--- src/rtl/regbus_pkg.sv ---
package regbus_pkg;

   localparam int SEL_W = 3;
   localparam int OP_W  = 5;
   localparam int CW_W  = 3 * SEL_W + OP_W;

   typedef enum logic [OP_W-1:0] {
      OP_PASS = 5'b00000,
      OP_INC  = 5'b00001,
      OP_ADD  = 5'b00010,
      OP_SUB  = 5'b00101,
      OP_DEC  = 5'b00110,
      OP_AND  = 5'b01000,
      OP_OR   = 5'b01010,
      OP_XOR  = 5'b01100,
      OP_NOT  = 5'b01110,
      OP_SHR  = 5'b10000,
      OP_SHL  = 5'b11000
   } alu_op_e;

   typedef struct packed {
      logic c;
      logic s;
      logic z;
      logic v;
   } status_t;

endpackage

--- src/rtl/regbus_srcmux.sv ---
module regbus_srcmux #(
   parameter int DATA_W   = 8,
   parameter int NUM_REGS = 7,
   parameter int SEL_W    = 3
) (
   input  logic [SEL_W-1:0]           sel,
   input  logic [DATA_W-1:0]          ext_in,
   input  logic [NUM_REGS*DATA_W-1:0] regs_flat,
   output logic [DATA_W-1:0]          bus
);

   always_comb begin
      bus = ext_in;
      for (int i = 1; i <= NUM_REGS; i++) begin
         if (sel == SEL_W'(i)) begin
            bus = regs_flat[i*DATA_W-1 -: DATA_W];
         end
      end
   end

endmodule

--- src/rtl/regbus_regfile.sv ---
module regbus_regfile #(
   parameter int DATA_W   = 8,
   parameter int NUM_REGS = 7,
   parameter int SEL_W    = 3
) (
   input  logic                       clk,
   input  logic                       rst_n,
   input  logic [SEL_W-1:0]           dest,
   input  logic [DATA_W-1:0]          wdata,
   output logic [NUM_REGS*DATA_W-1:0] regs_flat
);

   logic [NUM_REGS:1] wr_en;

   for (genvar g = 1; g <= NUM_REGS; g++) begin : g_reg
      logic [DATA_W-1:0] q;

      assign wr_en[g] = (dest == SEL_W'(g));

      always_ff @(posedge clk) begin
         if (!rst_n) begin
            q <= '0;
         end else if (wr_en[g]) begin
            q <= wdata;
         end
      end

      assign regs_flat[g*DATA_W-1 -: DATA_W] = q;
   end

endmodule

--- src/rtl/regbus_alu.sv ---
module regbus_alu
   import regbus_pkg::*;
#(
   parameter int DATA_W = 8
) (
   input  logic [OP_W-1:0]   opr,
   input  logic [DATA_W-1:0] a,
   input  logic [DATA_W-1:0] b,
   output logic [DATA_W-1:0] y,
   output status_t           st
);

   logic [DATA_W-1:0] b_op;
   logic              cin;
   logic [DATA_W:0]   full_sum;
   logic [DATA_W-1:0] low_sum;

   always_comb begin
      b_op = '0;
      cin  = 1'b0;
      case (opr)
         OP_INC: cin = 1'b1;
         OP_ADD: b_op = b;
         OP_SUB: begin
            b_op = ~b;
            cin  = 1'b1;
         end
         OP_DEC: b_op = '1;
         default: ;
      endcase
   end

   assign full_sum = {1'b0, a} + {1'b0, b_op} + {{DATA_W{1'b0}}, cin};
   assign low_sum  = {1'b0, a[DATA_W-2:0]} + {1'b0, b_op[DATA_W-2:0]}
                   + {{(DATA_W-1){1'b0}}, cin};

   always_comb begin
      y    = a;
      st.c = 1'b0;
      st.v = 1'b0;
      case (opr)
         OP_INC, OP_ADD, OP_SUB, OP_DEC: begin
            y    = full_sum[DATA_W-1:0];
            st.c = full_sum[DATA_W];
            st.v = full_sum[DATA_W] ^ low_sum[DATA_W-1];
         end
         OP_AND: y = a & b;
         OP_OR:  y = a | b;
         OP_XOR: y = a ^ b;
         OP_NOT: y = ~a;
         OP_SHR: begin
            y    = {1'b0, a[DATA_W-1:1]};
            st.c = a[0];
         end
         OP_SHL: begin
            y    = {a[DATA_W-2:0], 1'b0};
            st.c = a[DATA_W-1];
         end
         default: y = a;
      endcase
      st.s = y[DATA_W-1];
      st.z = (y == '0);
   end

endmodule

--- src/rtl/regbus_datapath.sv ---
module regbus_datapath
   import regbus_pkg::*;
#(
   parameter int DATA_W   = 8,
   parameter int NUM_REGS = 7
) (
   input  logic              clk,
   input  logic              rst_n,
   input  logic [CW_W-1:0]   ctrl_word,
   input  logic [DATA_W-1:0] ext_in,
   output logic [DATA_W-1:0] ext_out,
   output logic [3:0]        flags
);

   localparam int MAX_REGS = (1 << SEL_W) - 1;

   if (DATA_W < 2) begin : g_bad_width
      $error("regbus_datapath: DATA_W must be at least 2");
   end
   if (NUM_REGS < 1 || NUM_REGS > MAX_REGS) begin : g_bad_regs
      $error("regbus_datapath: NUM_REGS out of range for the selector width");
   end

   logic [SEL_W-1:0]           sel_a;
   logic [SEL_W-1:0]           sel_b;
   logic [SEL_W-1:0]           sel_d;
   logic [OP_W-1:0]            op;
   logic [NUM_REGS*DATA_W-1:0] regs_flat;
   logic [DATA_W-1:0]          bus_a;
   logic [DATA_W-1:0]          bus_b;
   logic [DATA_W-1:0]          result;
   status_t                    st_next;
   status_t                    st_q;

   assign {sel_a, sel_b, sel_d, op} = ctrl_word;

   regbus_srcmux #(.DATA_W(DATA_W), .NUM_REGS(NUM_REGS), .SEL_W(SEL_W)) u_mux_a (
      .sel       (sel_a),
      .ext_in    (ext_in),
      .regs_flat (regs_flat),
      .bus       (bus_a)
   );

   regbus_srcmux #(.DATA_W(DATA_W), .NUM_REGS(NUM_REGS), .SEL_W(SEL_W)) u_mux_b (
      .sel       (sel_b),
      .ext_in    (ext_in),
      .regs_flat (regs_flat),
      .bus       (bus_b)
   );

   regbus_alu #(.DATA_W(DATA_W)) u_alu (
      .opr (op),
      .a   (bus_a),
      .b   (bus_b),
      .y   (result),
      .st  (st_next)
   );

   regbus_regfile #(.DATA_W(DATA_W), .NUM_REGS(NUM_REGS), .SEL_W(SEL_W)) u_regs (
      .clk       (clk),
      .rst_n     (rst_n),
      .dest      (sel_d),
      .wdata     (result),
      .regs_flat (regs_flat)
   );

   always_ff @(posedge clk) begin
      if (!rst_n) begin
         st_q <= '0;
      end else begin
         st_q <= st_next;
      end
   end

   assign ext_out = result;
   assign flags   = st_q;

endmodule

--- config.mk ---
export PLATFORM = sky130hd
export DESIGN_NAME = regbus_datapath
export DESIGN_NICKNAME = d
export VERILOG_FILES = /design/src/rtl/regbus_pkg.sv /design/src/rtl/regbus_srcmux.sv /design/src/rtl/regbus_regfile.sv /design/src/rtl/regbus_alu.sv /design/src/rtl/regbus_datapath.sv
export SDC_FILE = /design/constraint.sdc
export NUM_CORES = 1
export LEC_CHECK = 0
export ABC_AREA = 1
export BUFFER_PORTS_ARGS = -buffer_cell sky130_fd_sc_hd__clkbuf_2
export CORE_ASPECT_RATIO = 1.2
export CORE_UTILIZATION = 51
export DETAILED_ROUTE_END_ITERATION = 8
export GPL_ROUTABILITY_DRIVEN = 0
export PLACE_DENSITY = 0.81
export SETUP_SLACK_MARGIN = 0.3
export SLEW_MARGIN = 25
export SYNTH_ARGS = -nofsm -noshare
export SYNTH_HDL_FRONTEND = slang
export SYNTH_SLANG_ARGS = --single-unit
--- constraint.sdc ---
create_clock -name clk -period 8.2 [get_ports clk]
set_clock_uncertainty 0.2 [all_clocks]
set_input_delay 0.41 -clock clk [delete_from_list [all_inputs] [get_ports clk]]
set_output_delay 0.41 -clock clk [all_outputs]
set_load 0.01 [all_outputs]
**After elaboration in Yosys (flattened, before gate mapping)**

Index checks and enable logic that the tools add are counted.
Widths: inputs -> output; s select.

- Register bits: 60
- Output and inout port bits: 12

- Add/subtract/negate cells: 4
- Equality and inequality tests: 31
- Muxes and demuxes: 18
- Bitwise operators: 6
- Reductions and logical operators: 4

Operator list:

| kind | count |
|---|---|
| $mux 8 | 14 |
| $pmux 8 s7 | 1 |
| $eq 3x3->1 const B | 12 |
| $pmux 8 s3 | 1 |
| $eq 5x4->1 const B | 4 |
| $eq 3x2->1 const B | 6 |
| $not 8->8 | 2 |
| $eq 5x3->1 const B | 2 |
| $eq 5x5->1 const B | 2 |
| $add 8x8->9 | 1 |
| $add 9x1->9 | 1 |
| $eq 3x1->1 const B | 3 |
| $add 7x7->8 | 1 |
| $add 8x1->8 | 1 |
| $and 8x8->8 | 1 |
| $logic_not 8->1 | 1 |
| $or 8x8->8 | 1 |
| $xor 8x8->8 | 1 |
| $eq 5x1->1 const B | 1 |
| $eq 5x2->1 const B | 1 |
| $reduce_or 4->1 | 1 |
| $pmux 1 s3 | 1 |
| $reduce_and 2->1 | 1 |
| $reduce_or 2->1 | 1 |
| 2 further kinds | 2 |

**Longest topological paths before layout**

Gate-level depths: netlist (run 1).

- Depth in word-level cells: 14
- Mapped depth: 29
- Gate-level depth less buffers: 29

**Hierarchy**

Synthesis (run 1) repeated with hierarchy kept, for this count alone.

- Cell total of the unflattened synthesis: 974
- Area, all modules: 5427.7 µm²

By module, submodules not included:

| module | times used | cells an instance | area each (µm²) | seq. area each (µm²) |
|---|---|---|---|---|
| regbus_regfile | 1 | 341 | 2314.7 | 1121.1 |
| regbus_srcmux | 2 | 183 | 800.8 | 0.0 |
| regbus_alu | 1 | 255 | 1401.3 | 0.0 |
| regbus_datapath | 1 | 12 | 110.1 | 80.1 |

**Worst setup path before layout (run 1)**

Ideal clock, no wire load.

- Path kind: input to output
- Start point: input ctrl_word[10]
- End point: output ext_out[7]
- Arrival time: 3.449 ns
- Required time: 7.590 ns
- Setup slack: 4.141 ns
- Stages on the path: 22
- Buffers on the path: 2
- Path through: inv_1 > nand3_1 > clkbuf_1 > o211ai_1 > o21ai_0 > o21ai_0 > o21ai_0 > o21ai_0 > nand2_1 > nand2_1 > inv_1 > nand2_1 > nand3_1 > ha_1 > inv_1 > o311ai_0 > a21oi_1 > o21ai_0 > nand3_1 > o21ai_2 > inv_1 > buf_4

RTL lines:

| what | RTL line | RTL |
|---|---|---|
| start, declared | regbus_datapath.sv:9 | `input logic [CW_W-1:0] ctrl_word,` |
| end, declared | regbus_datapath.sv:11 | `output logic [DATA_W-1:0] ext_out,` |

**Worst setup path in the final report (run 1)**

- Start point: input ctrl_word[8]
- End point: output ext_out[6]

- Longest elaborated chain between the ends: 13
- Elaborated cells on any way between the ends: 22

RTL lines:

| what | RTL line | RTL |
|---|---|---|
| $eq 3x1->1 | regbus_srcmux.sv:15 | `if (sel == SEL_W'(i)) begin` |
| $mux 8 (6 in series) | regbus_srcmux.sv:15 |  |
| $mux 8 * | regbus_srcmux.sv:15 |  |
| $not 8->8 | regbus_alu.sv:25 | `b_op = ~b;` |
| $pmux 8 s3 | regbus_alu.sv:21 | `case (opr)` |
| $add 8x8->9 | regbus_alu.sv:33 | `assign full_sum = {1'b0, a} + {1'b0, b_op} + {{DATA_W{1'b0}}, cin};` |
| $add 9x1->9 | regbus_alu.sv:33 |  |
| $pmux 8 s7 * | regbus_alu.sv:41 | `case (opr)` |

Every way passes the cells marked *; elsewhere a longest branch is shown, timed or not.

==> reports/summary.json, run 1 <==
{
  "clock_network": {
    "cts_hold_buffers": 0,
    "clk_path_buf_depth": 2,
    "clkSlewWorstSetupHoldPaths_ns": 0.07,
    "post_cts.resized_instances": 0,
    "clk_root_buffer_cell": "sky130_fd_sc_hd__clkbuf_8",
    "tritoncts.num_buffers": 9,
    "postCtsSetupBuffers": 0,
    "htree_num_levels": 3,
    "clock_latency_late_sink_ns": 0.36,
    "numClockSinks": 60,
    "tritoncts": "yes"
  },
  "power_and_ir_drop": {
    "peakVddDrop_v": 0.000161,
    "p_leak_nw": 2.79,
    "power_uw": 871,
    "p_per_area_mw_per_mm2": 164
  },
  "worst_hold_path": {
    "min_from": "ctrl_word[7]",
    "hold_class": "in -> reg"
  },
  "synth": {
    "ys.warnings.count": 0,
    "syn-cell-area_mm2": 0.00478,
    "syn_area_per_cell_um2": 6.12,
    "synthesis.nets": 830,
    "yosys_register_bits": 60,
    "sequential_fraction_of_the_synthesis_area_pct": 25.1,
    "synth_cell_types": 43,
    "cell_count_after_synthesis": 781
  },
  "timing": {
    "final.setup.tns_ns": 0,
    "finalSetupViolCount": 0,
    "final_hold_viol_count": 0,
    "worst-slew-pin-transition_ns": 0.989,
    "max_clock_freq_ghz": 0.199,
    "drv_slew": 0,
    "timing.max_slew.rel_slack_pct": 33.6,
    "min_period_over_period_pct": 61.2,
    "rsz0062_at_grt": "no",
    "timing.final.crit_period_ns": 5.02
  },
  "global_routing": {
    "grt_usage_pct": 30.3,
    "antenna_found_initial": 0,
    "grt_pass1_vias": 4791,
    "grt_first_pass_wirelength_um": 23200,
    "grt_start_max_net_pins": 41,
    "total_gr_overflow": 0
  },
  "floorplanning": {
    "fp.dieH_um": 108,
    "initial_core_util_pct": 52.6,
    "coreArea_mm2": 0.00908,
    "io-pin-count": 36,
    "placement_rows": 38,
    "fp.dieArea_mm2": 0.00977,
    "die_width_um": 90.4
  },
  "layout": {
    "mostFrequentLayoutCell": "sky130_fd_sc_hd__inv_1",
    "fillers": 904,
    "utilization_pct": 58.5,
    "area_growth_pct": 11.1,
    "multiInputGateArea_mm2": 0.00291,
    "n_antenna_cell": 0,
    "nNetsFinal": 865,
    "final-seq-area_mm2": 0.00120,
    "mostFrequentLayoutCells": "148 x sky130_fd_sc_hd__inv_1, 147 x sky130_fd_sc_hd__nand2_1, 93 x sky130_fd_sc_hd__a21oi_1",
    "fraction_of_final_layout_cells_sized_beyond_drive_strength_1_pct": 11.8
  },
  "run_status": {
    "outcome": "complete, no violations"
  },
  "critical_path": {
    "cpMostUsedCell": "sky130_fd_sc_hd__nand2_1",
    "worst_ep_arrival_time_ns": 4.41,
    "critical_path.n_buffers_inverters": 7,
    "critical_path.top_delay_family": "simple AND/OR/NAND/NOR gates",
    "max_stage_delay_ns": 0.46,
    "r2r-start": "u_regs.g_reg[1].q[0]",
    "critical_path.startpoint_type": "input pin",
    "end_kind": "primary output",
    "crit_path_class": "in -> out",
    "cp_data_required_time_ns": 7.59,
    "critPathLaunch": "ctrl_word[8]",
    "cell_with_the_biggest_individual_delay_on_the_critical_path": "sky130_fd_sc_hd__fa_1",
    "critical_path_peak_fanout": 11
  },
  "drt": {
    "routedWlPerCell_um": 15.2,
    "first_pass_iters": 7,
    "routed_wl_um": 14300,
    "drc": 0,
    "drt-vias-per-instance": 5.51,
    "vias": 5181,
    "postRouteAntennaNets": 0,
    "drt_first_iter_violations": 384
  },
  "place": {
    "buffer_ports.inserted": 35,
    "hpwl_after_dpl_um": 10400
  },
  "run": {
    "drv_cap": 0
  }
}
## worst min-delay path, stage by stage
cell and delay, ns:
sky130_fd_sc_hd__clkbuf_2 0.11, sky130_fd_sc_hd__nor3_1 0.10, sky130_fd_sc_hd__a21oi_2 0.13
## area by class of cell
class	count	area share (%)
clock inverters	4	1.37
inverters	158	11.2
clock buffers	12	2.73
multi-input cells	544	54.8
repair buffers	43	4.43
flip-flops and latches	60	22.6
well taps	120	2.83
## sequential cells by signal, summed over array words and instances (netlist names)
name        cells
u_regs.g.q     56
flags           4
## final timing paths
check | slack, ns | end | cells after the start
max | 3.18 | ext_out[6] | 27
min | 0.23 | u_regs.g_reg[3].q[0] | 3
max reg2reg | 4.18 | flags[1] | 23
min reg2reg | 0.36 | u_regs.g_reg[5].q[7] | 2
## cell usage after synthesis, drive strengths merged
| cell | instances | share of area [%] |
|---|---|---|
| ha | 23 | 6.0 |
| a221oi | 6 | 1.1 |
| o211ai | 11 | 1.7 |
| o21bai | 4 | 0.63 |
| inv | 155 | 12 |
| or2 | 4 | 0.52 |
| o22ai | 1 | 0.13 |
| xnor2 | 1 | 0.18 |
| nand3b | 2 | 0.39 |
| o311ai | 1 | 0.18 |
| nand3 | 63 | 6.9 |
| dfxtp | 60 | 25 |
| nor3 | 20 | 2.7 |
| o2111ai | 2 | 0.37 |
| o21ai | 89 | 9.4 |
| clkbuf | 14 | 1.1 |
| a21oi | 95 | 10 |
| xor2 | 1 | 0.18 |
| nor4 | 2 | 0.26 |
| nand2 | 158 | 13 |
| nor2 | 50 | 4.6 |
| a211oi | 2 | 0.31 |
| a31oi | 3 | 0.39 |
| o2111a | 1 | 0.24 |
| o2bb2ai | 1 | 0.18 |
| buf | 5 | 0.68 |
| clkinv | 3 | 0.24 |
| fa | 2 | 0.84 |
| and3 | 1 | 0.13 |
| a21boi | 1 | 0.16 |
## logic make-up (layout without fill, tap and decap cells)
| family | Yosys count | count (layout) | synth area share (%) |
|---|---|---|---|
| flip-flops | 60 | 60 | 25.1 |
| XOR/XNOR | 2 | 2 | 0.366 |
| adder cells (fa/ha/maj) | 25 | 25 | 6.86 |
| buffers and inverters | 177 | 217 | 14.2 |
| AND/OR/NAND/NOR | 300 | 300 | 28.5 |
| AO/OA/AOI/OAI | 217 | 217 | 24.9 |
## where the power goes
part | internal, mW | total, mW | switching [mW]
clock network | 0.179 | 0.301 | 0.122
registers | 0.307 | 0.317 | 0.00970
logic | 0.0767 | 0.253 | 0.177
## stage by stage
stage	instances	instance area, um^2	hold slack [ns]	setup slack [ns]
after floorplan	781	4780	0.305	4.14
after detailed placement	925	5090	0.336	3.31
after global placement	925	5090	0.324	3.37
final	941	5310	0.233	3.18
after global routing	941	5310	0.281	2.81
after CTS	941	5310	0.227	3.29
## routing by layer
layer  vias up  global-route usage (%)  share of wire [%]
met5         -                       0                  0
met4         0                    18.3                4.4
met3        44                    4.78                7.2
met2       225                    54.1                 48
met1      2287                    34.1                 41
li1       2625                       -                  -
Power figures use the tool's default switching activity.
==> run 2: changes to the inputs <==
Settings changed: PLACE_DENSITY 0.81 to 0.84.
Clock period 8.2 ns to 4.22 ns, I/O delays scaled along.
==> reports/summary.json, run 2 (same netlist as run 1, synthesis figures left out) <==
{
  "run_status": {
    "outcome": "complete, no violations"
  },
  "critical_path": {
    "critPathLaunch": "u_regs.g_reg[1].q[0]",
    "worst_ep_arrival_time_ns": 3.50,
    "r2r-start": "u_regs.g_reg[1].q[0]",
    "max_stage_delay_ns": 0.40,
    "worstSetupPathDepth": 21,
    "critical_path.reg2reg.endpoint": "u_regs.g_reg[4].q[4]",
    "crit_path_cell_trace": "nor2_4 -> a211oi_2 -> a211oi_2 -> o21ai_1 -> o211ai_1 -> nand2_1 -> nand2_1 -> nand3_2 -> fa_2 -> inv_2 -> fa_2 -> inv_2 -> nand3_2 -> nand2_2 -> nand2_2 -> buf_4 -> a31oi_1 -> nand2_1 -> nor2_2 -> nand2_4 -> buf_6",
    "depth_of_the_worst_register_to_register_path": 24,
    "cpMostUsedCell": "sky130_fd_sc_hd__nand2_1",
    "worst_setup_path_endpoint": "ext_out[4]",
    "cp_data_required_time_ns": 3.81,
    "critical_path.startpoint_type": "register",
    "crit_path_class": "reg -> out",
    "regToRegSetupSlack_ns": 0.43,
    "critical_path_peak_fanout": 7,
    "critical_path.n_buffers_inverters": 4,
    "end_kind": "primary output",
    "cell_with_the_biggest_individual_delay_on_the_critical_path": "sky130_fd_sc_hd__fa_2",
    "critical_path.top_delay_family": "simple AND/OR/NAND/NOR gates"
  },
  "global_routing": {
    "antenna_found_initial": 0,
    "total_gr_overflow": 0,
    "grt_start_max_net_pins": 25,
    "grt_first_pass_wirelength_um": 23300,
    "grt_pass1_vias": 5013,
    "grt_usage_pct": 30.6
  },
  "worst_hold_path": {
    "hold_class": "in -> reg"
  },
  "timing": {
    "timing.final.crit_period_ns": 3.92,
    "min_period_over_period_pct": 92.8,
    "drv_slew": 0,
    "rsz0062_at_grt": "yes",
    "finalSetupViolCount": 0,
    "fin_worst_hold_slack_ns": 0.0318,
    "final_hold_viol_count": 0,
    "max_clock_freq_ghz": 0.255,
    "worst-slew-pin-transition_ns": 1.06,
    "timing.max_slew.rel_slack_pct": 29.0,
    "final.setup.tns_ns": 0
  },
  "power_and_ir_drop": {
    "p_per_area_mw_per_mm2": 302,
    "peakVddDrop_v": 0.000220,
    "p_leak_nw": 2.95
  },
  "drt": {
    "vias": 5492,
    "routedWlPerCell_um": 15.5,
    "first_pass_iters": 5,
    "postRouteAntennaNets": 0,
    "routed_wl_um": 15000,
    "drt-vias-per-instance": 5.67,
    "drc": 0,
    "drt_first_iter_violations": 447
  },
  "clock_network": {
    "clk_root_buffer_cell": "sky130_fd_sc_hd__clkbuf_8",
    "clock_latency_late_sink_ns": 0.36,
    "tritoncts": "yes",
    "cts_hold_buffers": 0,
    "htree_num_levels": 3,
    "numClockSinks": 60,
    "tritoncts.num_buffers": 9,
    "clkSlewWorstSetupHoldPaths_ns": 0.07,
    "clk_path_buf_depth": 2
  },
  "layout": {
    "design_area_mm2": 0.00569,
    "finish.cell_count_without_fillers": 968,
    "nNetsFinal": 893,
    "multiInputGateArea_mm2": 0.00308,
    "mostFrequentLayoutCells": "140 x sky130_fd_sc_hd__inv_1, 140 x sky130_fd_sc_hd__nand2_1, 91 x sky130_fd_sc_hd__a21oi_1",
    "fraction_of_final_layout_cells_sized_beyond_drive_strength_1_pct": 19.3,
    "area_growth_pct": 18.9,
    "fillers": 870,
    "max_flop_register": "u_regs.g.q",
    "final-seq-area_mm2": 0.00120,
    "largest_register_ff_count": 56,
    "utilization_pct": 62.6,
    "n_antenna_cell": 0
  },
  "floorplanning": {
    "coreArea_mm2": 0.00908,
    "die_width_um": 90.4,
    "initial_core_util_pct": 52.6,
    "fp.dieH_um": 108,
    "placement_rows": 38,
    "io-pin-count": 36,
    "fp.dieArea_mm2": 0.00977
  },
  "place": {
    "hpwl_after_dpl_um": 10700,
    "buffer_ports.inserted": 35,
    "dpl_cell_area_mm2": 0.00521,
    "dp_cells": 941
  },
  "run": {
    "drv_cap": 0
  }
}
==> run 2: cell count changes in the layout (fill, tap and decap cells not counted), moves of 3 or more <==
cell and delta:
sky130_fd_sc_hd__inv_2 +7, sky130_fd_sc_hd__nor2_1 -3, sky130_fd_sc_hd__nand3_1 -4, sky130_fd_sc_hd__o21ai_1 +7, sky130_fd_sc_hd__nand2_2 +5, sky130_fd_sc_hd__buf_4 +28
sky130_fd_sc_hd__nand3_4 +3, sky130_fd_sc_hd__o21ai_2 +3, sky130_fd_sc_hd__inv_1 -8, sky130_fd_sc_hd__nand2_1 -7, sky130_fd_sc_hd__o21ai_0 -10, sky130_fd_sc_hd__clkbuf_2 -3
==> run 2: tightest hold or removal path: cells and delay by family <==
family | cells | cell delay [ns]
and+or+nand+nor | 1 | 0.09
AOI/OAI and AO/OA | 1 | 0.14
buffers and inverters | 1 | 0.11
==> run 2: through the flow <==
| step | total power, mW | worst slack (ns) |
|---|---|---|
| 3_3_place_gp | 1.10 | 0.175 |
| 4_1_cts | 1.65 | 0.291 |
| 6_report | 1.71 | 0.304 |
| 5_1_grt | 1.80 | 0.0568 |
| 3_5_place_dp | 1.11 | 0.0918 |
| 2_1_floorplan | 0.957 | 0.523 |
==> run 2: worst min path at each step <==
stage	from	end	slack, ns	cells past startpoint
2_1_floorplan	ctrl_word[6]	u_regs.g_reg[1].q[0]	0.23	2
3_3_place_gp	u_regs.g_reg[5].q[7]	u_regs.g_reg[5].q[7]	0.33	2
3_5_place_dp	u_regs.g_reg[3].q[7]	u_regs.g_reg[3].q[7]	0.33	2
4_1_cts	ctrl_word[6]	u_regs.g_reg[5].q[7]	0.02	3
5_1_grt	ctrl_word[6]	u_regs.g_reg[5].q[7]	0.06	3
6_report	ctrl_word[6]	u_regs.g_reg[5].q[7]	0.03	3
==> run 2: final cells by class <==
| class | count | area share [%] |
|---|---|---|
| clock buffers | 11 | 2.49 |
| multi-input cells | 544 | 54.1 |
| repair buffers | 71 | 8.10 |
| clock inverters | 4 | 0.880 |
| well taps | 120 | 2.64 |
| flip-flops and latches | 60 | 21.2 |
| inverters | 158 | 10.6 |
==> run 2: timing repair <==
item                                    in CTS  in global routing
resized for setup                            9                 58
pin swaps                                    2                 22
buffers inserted                             2                 10
endpoints found under the setup margin       5                 39
gates cloned                                 0                  0
==> run 2: per-layer routing <==
layer / GRT usage, % / share of wire [%]
met1: 33.1 / 38
met5: 0 / 0
met4: 20.7 / 6.2
met2: 55.0 / 49
met3: 5.20 / 7.4
==> run 2: power breakdown <==
group	total [mW]	internal [mW]	switching, mW	leakage, nW
registers	0.616	0.597	0.0189	0.491
clock network	0.522	0.284	0.238	0.0914
logic	0.577	0.204	0.372	2.36
total	1.71	1.09	0.629	2.95
